===== config.mk =====
export PLATFORM = sky130hd
export DESIGN_NAME = tsc40_timebase
export DESIGN_NICKNAME = d
export VERILOG_FILES = /design/src/rtl/tsc_pkg.sv /design/src/rtl/tsc_counter.sv /design/src/rtl/tsc_regs.sv /design/src/rtl/tsc40_timebase.sv
export SDC_FILE = /design/constraint.sdc
export NUM_CORES = 1
export LEC_CHECK = 0
export BUFFER_PORTS_ARGS = -buffer_cell sky130_fd_sc_hd__buf_4
export CORE_UTILIZATION = 28
export CTS_CLUSTER_DIAMETER = 120
export DETAILED_ROUTE_END_ITERATION = 16
export MAX_ROUTING_LAYER = met4
export PLACE_DENSITY = 0.5
export SLEW_MARGIN = 20
export SYNTH_ARGS = -nofsm -noshare
export SYNTH_HDL_FRONTEND = slang
export SYNTH_SLANG_ARGS = --single-unit

===== constraint.sdc =====
create_clock -name clk -period 1.65 [get_ports clk]
set_input_delay 0.165 -clock clk [delete_from_list [all_inputs] [get_ports clk]]
set_output_delay 0.165 -clock clk [all_outputs]
set_load 0.01 [all_outputs]

===== src/rtl/tsc_pkg.sv =====
package tsc_pkg;
    localparam int unsigned BUS_W     = 32;
    localparam int unsigned ADDR_W    = 8;
    localparam logic [ADDR_W-1:0] OFS_LOW  = 8'h60;
    localparam logic [ADDR_W-1:0] OFS_HIGH = 8'h64;
    localparam int unsigned RUN_BIT   = 8;
endpackage


===== src/rtl/tsc_counter.sv =====
module tsc_counter #(
    parameter int unsigned CNT_W = 40
) (
    input  logic             clk,
    input  logic             rst_n,
    input  logic             run,
    input  logic             tick_en,
    output logic [CNT_W-1:0] count
);
    typedef struct packed {
        logic [CNT_W-1:0] count;
    } cnt_state_t;

    cnt_state_t st_d, st_q;

    always_comb begin
        st_d = st_q;
        if (run && tick_en) begin
            st_d.count = st_q.count + CNT_W'(1);
        end
    end

    always_ff @(posedge clk or negedge rst_n) begin
        if (!rst_n) st_q <= '0;
        else        st_q <= st_d;
    end

    assign count = st_q.count;

    // one step per enabled tick, modulo 2^CNT_W
    a_r2_step: assert property (@(posedge clk) disable iff (!rst_n)
        (run && tick_en) |=> (count == $past(count) + CNT_W'(1)));
    // no tick or counting off leaves the count alone
    a_r3_hold: assert property (@(posedge clk) disable iff (!rst_n)
        !(run && tick_en) |=> $stable(count));
endmodule


===== src/rtl/tsc_regs.sv =====
module tsc_regs
    import tsc_pkg::*;
#(
    parameter int unsigned CNT_W = 40,
    parameter int unsigned LOW_W = 32
) (
    input  logic              clk,
    input  logic              rst_n,
    input  logic              bus_sel,
    input  logic              bus_wr,
    input  logic [ADDR_W-1:0] bus_addr,
    input  logic              wr_run,
    input  logic [CNT_W-1:0]  count,
    output logic              run,
    output logic [BUS_W-1:0]  bus_rdata
);
    localparam int unsigned HI_W = CNT_W - LOW_W;

    typedef struct packed {
        logic            run;
        logic [HI_W-1:0] shadow;
    } reg_state_t;

    reg_state_t st_d, st_q;
    logic rd_low, rd_high, wr_high;

    assign rd_low  = bus_sel && !bus_wr && (bus_addr == OFS_LOW);
    assign rd_high = bus_sel && !bus_wr && (bus_addr == OFS_HIGH);
    assign wr_high = bus_sel &&  bus_wr && (bus_addr == OFS_HIGH);

    always_comb begin
        st_d      = st_q;
        bus_rdata = '0;
        if (rd_low) begin
            st_d.shadow            = count[CNT_W-1:LOW_W];
            bus_rdata[LOW_W-1:0]   = count[LOW_W-1:0];
        end
        if (wr_high) begin
            st_d.run = wr_run;
        end
        if (rd_high) begin
            bus_rdata[HI_W-1:0]    = st_q.shadow;
            bus_rdata[RUN_BIT]     = st_q.run;
        end
    end

    always_ff @(posedge clk or negedge rst_n) begin
        if (!rst_n) st_q <= '0;
        else        st_q <= st_d;
    end

    assign run = st_q.run;

    // a low read captures the upper count bits of that cycle
    a_r5_capture: assert property (@(posedge clk) disable iff (!rst_n)
        rd_low |=> (st_q.shadow == $past(count[CNT_W-1:LOW_W])));
    // only a low read moves the shadow
    a_r6_shadow_kept: assert property (@(posedge clk) disable iff (!rst_n)
        !rd_low |=> $stable(st_q.shadow));
    // unused upper bits of the high word stay zero
    a_r7_upper_zero: assert property (@(posedge clk) disable iff (!rst_n)
        rd_high |-> (bus_rdata[BUS_W-1:RUN_BIT+1] == '0));
    // only a high write changes the switch
    a_r8_run_kept: assert property (@(posedge clk) disable iff (!rst_n)
        !wr_high |=> $stable(run));
    // no read, no data
    a_r9_idle_zero: assert property (@(posedge clk) disable iff (!rst_n)
        !(rd_low || rd_high) |-> (bus_rdata == '0));
endmodule


===== src/rtl/tsc40_timebase.sv =====
module tsc40_timebase
    import tsc_pkg::*;
#(
    parameter int unsigned CNT_W = 40,
    parameter int unsigned LOW_W = 32
) (
    input  logic              clk,
    input  logic              rst_n,
    input  logic              tick_en,
    input  logic              bus_sel,
    input  logic              bus_wr,
    input  logic [ADDR_W-1:0] bus_addr,
    input  logic [BUS_W-1:0]  bus_wdata,
    output logic [BUS_W-1:0]  bus_rdata
);
    logic             run;
    logic [CNT_W-1:0] count;
    logic             unused_wdata;

    assign unused_wdata = ^{bus_wdata[BUS_W-1:RUN_BIT+1], bus_wdata[RUN_BIT-1:0]};

    tsc_counter #(.CNT_W(CNT_W)) u_cnt (
        .clk     (clk),
        .rst_n   (rst_n),
        .run     (run),
        .tick_en (tick_en),
        .count   (count)
    );

    tsc_regs #(.CNT_W(CNT_W), .LOW_W(LOW_W)) u_regs (
        .clk       (clk),
        .rst_n     (rst_n),
        .bus_sel   (bus_sel),
        .bus_wr    (bus_wr),
        .bus_addr  (bus_addr),
        .wr_run    (bus_wdata[RUN_BIT]),
        .count     (count),
        .run       (run),
        .bus_rdata (bus_rdata)
    );
endmodule


==> reports/summary.txt, run 1 <==
status -> complete, but fails checks
failing checks -> setup timing
clock skew -> 0.00467 ns
hold path depth -> 2
Period Utilization, post-route -> 100%
post-layout worst setup margin -> -0.00363 ns
required time worst endpoint -> 1.48 ns
storage element area -> 0.00123 sq mm
TritonCTS clock tree -> yes
top-count cell post-synth -> dfrtp_1
Core ar. -> 0.00872 sq mm
sequential share of the synthesized area -> 48.9%
Antenna Nets Post-Route -> 0
initial drt markers -> 68
critical path depth -> 8
Max Fclk -> 605 MHz
Cells after Synth -> 216
Mapped Area -> 0.00251 sq mm
number of global-route vias before repair -> 1907
# nets final -> 344
Final Hold Viols -> 0
first-pass GRT wire length -> 9480 um
Post-Route WL -> 6140 um
RSZ-0062 raised after global routing -> true
final setup violation count -> 1
asr flop ratio synth -> 100%
FF+latch count, synth -> 49
max-slew violation count -> 0
Hold WS -> 0.0931 ns
Die Wd -> 96.7 um
ANT cells -> 0
cell count of the worst reg-to-reg path -> 4
# DRC -> 0
Vias/cell -> 4.74
fin cells -> 406
headroom to the max-slew limit -> 57.7%
share of cells above drive strength 1 -> 44.3%
post-place setup slack -> -0.00352 ns
# placed instances -> 385
PortBufs -> 45
Final Util -> 41.3%
Max FO, Critical Path -> 5
Worst-Skew Late Latency -> 0.30 ns
crit path kind -> primary input to output pin
RePlAce Congestion -> 0.732
Yosys warnings -> 0
gr ovfl total -> 0
Worst Path Buf+Inv -> 4
Top FF cell, synth -> dfrtp_1
row count -> 34
largest net degree at the start of global routing -> 50
area leader, netlist -> dfrtp_1
root buf cell -> clkbuf_8
MaxCap Viol Count -> 0
syn avg cell area -> 11.6 sq um
peak supply drop -> 0.263 mV
Worst Hold Class -> primary input to flop
leakage -> 1.67 nW
routed len/inst -> 15.1 um
Top delay family on crit path -> simple AND/OR/NAND/NOR gates
Detail Placement HPWL -> 3850 um
crit path cell chain -> buf_6, nor4b_4, nand2_2, nor3_4, buf_12, clkbuf_16, a22o_1, buf_4
Worst Tran Pin Value -> 0.635 ns
global-route usage over all layers -> 12.7%
total number of vias -> 1925
Pwr per Cell Area -> 572 mW/mm^2
post-synth cell types -> 31
CTS Buffer Depth -> 2
initial core utilization -> 28.8%
Yosys top cell area share -> 48.9%
H-Tree Depth -> 2
fill count -> 820
syn nets -> 262
area grow syn2layout -> 43.5%
Die Y -> 96.7 um
initial antenna violation count -> 0
Clock Sinks -> 49
total power -> 2.06 mW
EDFF count, synth -> 0
synth top area cells -> dfrtp_1, xnor2_1, and2_1
CP Capture Type -> output pin
crit path DAT -> 1.49 ns
slowest stage delay, CP -> 0.29 ns
min cycle time layout -> 1.65 ns
synth cell count leaders -> dfrtp_1, xnor2_1, and2_1, nand4_1, nand3_1
CTS buffer count -> 5
Reg clk slew, reported paths -> 0.08 ns
First-pass DRT Iterations -> 4
DIE AREA -> 0.00935 sq mm
multi-input logic area -> 0.00135 sq mm
slowest stage cell, crit path -> nor4b_4
Reg2Reg Setup Slack -> 0.04 ns
IO Pins -> 77
crit path launch type -> primary input
## metal layers
layer | track usage [%] | routed length [um] | vias up
met2 | 20.1 | 2930 | 25
met3 | 2.17 | 116 | 5
li1 | - | - | 937
met4 | 3.44 | 52 | 0
met5 | - | 0 | -
met1 | 16.9 | 3030 | 958
## state kept, by name (all words and copies together) (netlist names)
signal       flops
u_regs.st_q      8
u_regs.run       1
u_cnt.count     40
## layout by cell type (no fill, tap or decap), drive strengths merged
| cell | instances |
|---|---|
| xor2 | 4 |
| and4 | 2 |
| and2 | 21 |
| nor3b | 1 |
| nor2 | 7 |
| and3 | 5 |
| nand3 | 17 |
| dlygate4sd3 | 1 |
| ha | 1 |
| mux2 | 10 |
| and4bb | 1 |
| clkbuf | 11 |
| nor3 | 2 |
| buf | 77 |
| dfrtp | 49 |
| nand4 | 22 |
| or3 | 1 |
| inv | 2 |
| nor4b | 1 |
| nor4 | 8 |
| nand2 | 11 |
| xnor2 | 35 |
| a22o | 9 |
## stage by stage
| step | area, sq um | setup TNS [ns] |
|---|---|---|
| 2_1_floorplan | 2510 | 0 |
| 3_3_place_gp | 3150 | 0 |
| 3_5_place_dp | 3150 | -0.00352 |
| 4_1_cts | 3250 | 0 |
| 5_1_grt | 3600 | -2.21 |
| 6_report | 3600 | -0.00363 |
## logic make-up (layout without fill, tap and decap cells)
family          count (synthesis)  after routing  share of synthesized area, %
xor+xnor                       39             39                          13.6
buf+inv                         9             91                          2.24
mux                            10             10                          4.49
flops                          49             49                          48.9
fa+ha+maj                       1              1                         0.498
simple gates                   99             99                          27.1
compound gates                  9              9                          3.19
## power breakdown
group | switching, mW | internal, mW | total (mW)
Combinational | 0.0512 | 0.0573 | 0.109
Clock | 0.389 | 0.334 | 0.723
Sequential | 0.0181 | 1.21 | 1.23
Total | 0.458 | 1.60 | 2.06
## repair_timing
action / 4_1_cts / 5_1_grt
setup endpoints to repair: 0 / 45
buffers inserted: 0 / 8
hold endpoints to repair: 49 / 0
gates resized for setup: 0 / 41
hold buffers: 1 / 0
## final cells by class
class / instances / share of cell area (%)
multi-input cells: 158 / 37.4
inverters: 2 / 0.208
well taps: 108 / 3.75
repair buffers: 82 / 22.2
flip-flops and latches: 49 / 34.0
clock buffers: 7 / 2.40
## path summary, 6_finish.rpt
check / startpoint / endpoint
min in group asynchronous: rst_n / u_cnt.count[32]$_DFFE_PN0P_
max in group asynchronous: rst_n / u_cnt.count[6]$_DFFE_PN0P_
setup / recovery: bus_addr[3] / bus_rdata[4]
hold reg to reg: u_cnt.count[39]$_DFFE_PN0P_ / u_cnt.count[39]$_DFFE_PN0P_
hold / removal: bus_wdata[8] / u_regs.run$_DFFE_PN0P_
setup reg to reg: u_cnt.count[0]$_DFFE_PN0P_ / u_cnt.count[9]$_DFFE_PN0P_
Note: power is estimated with default switching activity, not from simulation.
==> run 2: changes to the inputs <==
--- a/config.mk
+++ b/config.mk
@@ -5,12 +5,13 @@
 export SDC_FILE = /design/constraint.sdc
 export NUM_CORES = 1
 export LEC_CHECK = 0
+export ABC_AREA = 1
 export BUFFER_PORTS_ARGS = -buffer_cell sky130_fd_sc_hd__buf_4
 export CORE_UTILIZATION = 28
 export CTS_CLUSTER_DIAMETER = 120
 export DETAILED_ROUTE_END_ITERATION = 16
 export MAX_ROUTING_LAYER = met4
-export PLACE_DENSITY = 0.5
+export PLACE_DENSITY = 0.49
 export SLEW_MARGIN = 20
 export SYNTH_ARGS = -nofsm -noshare
 export SYNTH_HDL_FRONTEND = slang
==> constraint.sdc (replaced) <==
create_clock -name clk -period 1.65 [get_ports clk]
set_input_delay 0.165 -clock clk [delete_from_list [all_inputs] [get_ports clk]]
set_output_delay 0.165 -clock clk [all_outputs]
set_load 0.005 [all_outputs]
==> reports/summary.txt, run 2 <==
total number of vias -> 2703 (was 1925)
initial core utilization -> 28.8% (about the same)
sw power -> 0.729 mW (was 0.458 mW)
MaxCap Viol Count -> 0 (unchanged)
min cycle time layout -> 1.57 ns (was 1.65 ns)
Yosys top cell area share -> 41.2% (was 48.9%)
post-place setup slack -> 0.0734 ns (was -0.00352 ns)
CP Capture Type -> flop (was output pin)
area leader, netlist -> dfrtp_1 (unchanged)
Yosys warnings -> 0 (unchanged)
area grow syn2layout -> 22.5% (was 43.5%)
slowest stage delay, CP -> 0.38 ns (was 0.29 ns)
Clock Sinks -> 49 (unchanged)
IO Pins -> 77 (unchanged)
Cells after Synth -> 423 (was 216)
required time worst endpoint -> 1.86 ns (was 1.48 ns)
initial drt markers -> 120 (was 68)
CTS Buffer Depth -> 2 (unchanged)
status -> complete, no violations (was complete, but fails checks)
EDFF count, synth -> 0 (unchanged)
crit path DAT -> 1.77 ns (was 1.49 ns)
syn nets -> 469 (was 262)
row count -> 37 (was 34)
Post-Route WL -> 7710 um (was 6140 um)
Reg clk slew, reported paths -> 0.09 ns (was 0.08 ns)
largest net degree at the start of global routing -> 50 (unchanged)
peak supply drop -> 0.320 mV (was 0.263 mV)
Worst Path Buf+Inv -> 1 (was 4)
Int Power -> 1.72 mW (was 1.60 mW)
slowest stage cell, crit path -> dfrtp_1 (was nor4b_4)
# DRC -> 0 (unchanged)
# placed instances -> 609 (was 385)
Reg2Reg Setup Slack -> 0.08 ns (was 0.04 ns)
hold path depth -> 3 (was 2)
critical path depth -> 8 (unchanged)
Clock Power Share -> 29.3% (was 35.1%)
crit path kind -> flop to flop (was primary input to output pin)
synth cell count leaders -> nand2_1, nor2_1, inv_1, dfrtp_1, nand3_1 (was dfrtp_1, xnor2_1, and2_1, nand4_1, nand3_1)
Mapped Area -> 0.00297 sq mm (was 0.00251 sq mm)
DIE AREA -> 0.0110 sq mm (was 0.00935 sq mm)
Worst Hold Class -> primary input to flop (unchanged)
clock skew -> 0.00763 ns (was 0.00467 ns)
cell count of the worst reg-to-reg path -> 8 (was 4)
PortBufs -> 45 (unchanged)
First-pass DRT Iterations -> 4 (unchanged)
most common cell after layout, fill and taps aside -> nand2_1 (was buf_4)
Pwr per Cell Area -> 672 mW/mm^2 (was 572 mW/mm^2)
fill count -> 1126 (was 820)
commonest non-fill, non-tap cells in the layout -> nand2_1, nor2_1, inv_1 (was buf_4, dfrtp_1, xnor2_1)
Detail Placement HPWL -> 5920 um (was 3850 um)
Worst-Skew Late Latency -> 0.30 ns (about the same)
ANT cells -> 0 (unchanged)
max reg flops -> 40 (unchanged)
Worst Tran Pin Value -> 0.640 ns (was 0.635 ns)
asr flop ratio synth -> 100% (unchanged)
crit path launch type -> flop (was primary input)
H-Tree Depth -> 2 (unchanged)
global-route usage over all layers -> 15.2% (was 12.7%)
headroom to the max-slew limit -> 57.3% (was 57.7%)
routed len/inst -> 12.4 um (was 15.1 um)
Top FF cell, synth -> dfrtp_1 (unchanged)
Die Wd -> 105 um (was 96.7 um)
leakage -> 1.80 nW (was 1.67 nW)
Net Sw Frac -> 29.8% (was 22.2%)
initial antenna violation count -> 0 (unchanged)
FF+latch count, synth -> 49 (unchanged)
Max Fclk -> 639 MHz (was 605 MHz)
RSZ-0062 raised after global routing -> true (unchanged)
RePlAce Congestion -> 0.844 (was 0.732)
number of global-route vias before repair -> 2587 (was 1907)
sequential share of the synthesized area -> 41.2% (was 48.9%)
Vias/cell -> 4.36 (was 4.74)
top-count cell post-synth -> nand2_1 (was dfrtp_1)
Antenna Nets Post-Route -> 0 (unchanged)
Period Utilization, post-route -> 94.9% (was 100%)
post-synth cell types -> 25 (was 31)
Top delay family on crit path -> simple AND/OR/NAND/NOR gates (unchanged)
Die Y -> 105 um (was 96.7 um)
Max FO, Critical Path -> 5 (unchanged)
Core ar. -> 0.0103 sq mm (was 0.00872 sq mm)
max-slew violation count -> 0 (unchanged)
TritonCTS clock tree -> yes (unchanged)
# nets final -> 529 (was 344)
root buf cell -> clkbuf_8 (unchanged)
Flop pwr share -> 56.8% (was 59.7%)
post-layout worst setup margin -> 0.0848 ns (was -0.00363 ns)
share of cells above drive strength 1 -> 18.0% (was 44.3%)
total power -> 2.45 mW (was 2.06 mW)
synth top area cells -> dfrtp_1, nand2_1, nor2_1 (was dfrtp_1, xnor2_1, and2_1)
crit-path most repeated cell -> nand3_1
fin cells -> 620 (was 406)
part of the power in combinational logic -> 13.9% (was 5.3%)
Final Hold Viols -> 0 (unchanged)
CTS buffer count -> 5 (unchanged)
first-pass GRT wire length -> 12700 um (was 9480 um)
gr ovfl total -> 0 (unchanged)
final setup violation count -> 0 (was 1)
syn avg cell area -> 7.03 sq um (was 11.6 sq um)
crit path cell chain -> ha_1, nand3_1, nor2_2, nand3_2, nor2_1, nand3_1, nand2_1, inv_1 (was buf_6, nor4b_4, nand2_2, nor3_4, buf_12, clkbuf_16, a22o_1, buf_4)
## run 2: metrics by stage
step	utilization [%]	hold slack (ns)	instance area [sq um]	setup TNS, ns
final	35.3	0.0922	3640	0
after global routing	35.3	0.123	3640	-0.155
after CTS	35.1	0.0901	3620	0
after detailed placement	34.2	0.240	3530	0
after global placement	34.2	0.244	3530	0
after floorplan	-	-0.131	2970	0
## run 2: timing repair
item                                   CTS  global route
resized for setup                        0             1
setup endpoints to repair                0             4
hold buffers                             1             0
setup buffers                            0             2
endpoints found under the hold margin   49             0
## run 2: final cells by class
class,instances,area (sq um),share of cell area (%)
inverters,63,236,6.49
repair buffers,57,443,12.2
clock buffers,6,72.6,1.99
well taps,136,170,4.67
flip-flops and latches,49,1230,33.7
clock inverters,2,10.0,0.275
multi-input cells,307,1480,40.7
## run 2: path summary, 6_finish.rpt
kind                                        startpoint                           to
max                         u_cnt.count[0]$_DFFE_PN0P_  u_cnt.count[36]$_DFFE_PN0P_
min                                       bus_wdata[8]       u_regs.run$_DFFE_PN0P_
max reg2reg                 u_cnt.count[0]$_DFFE_PN0P_  u_cnt.count[36]$_DFFE_PN0P_
min reg2reg                u_cnt.count[39]$_DFFE_PN0P_  u_cnt.count[39]$_DFFE_PN0P_
max in group asynchronous                        rst_n   u_cnt.count[5]$_DFFE_PN0P_
min in group asynchronous                        rst_n  u_cnt.count[25]$_DFFE_PN0P_
## run 2: per-layer routing
metal / track usage (%) / routed length [um] / vias to the layer above
met5: - / 0 / -
met2: 24.6 / 3690 / 50
met1: 20.1 / 3700 / 1235
li1: - / - / 1412
met3: 2.06 / 258 / 6
met4: 3.52 / 66 / 0
## run 2: logic make-up (layout without fill, tap and decap cells)
family / after synthesis / count (layout) / share of synthesized area, %
adders and majority gates: 1 / 1 / 0.421
xor gates and xnor gates: 22 / 22 / 6.48
AOI/OAI and AO/OA: 21 / 21 / 4.55
DFF: 49 / 49 / 41.2
buffers and inverters: 67 / 128 / 9.05
and+or+nand+nor: 263 / 263 / 38.3
## run 2: power groups by stage
stage	Combinational, mW	Clock, mW	Sequential [mW]
final	0.339	0.717	1.39
after detailed placement	0.341	0	1.41
after global placement	0.332	0	1.41
after global routing	0.383	0.791	1.40
after floorplan	0.212	0	1.39
after CTS	0.341	0.747	1.39
## run 2: tightest hold or removal path, delay by kind of cell
| family | cells | cell delay, ns |
|---|---|---|
| simple gates | 2 | 0.11 |
| buf+inv | 1 | 0.08 |
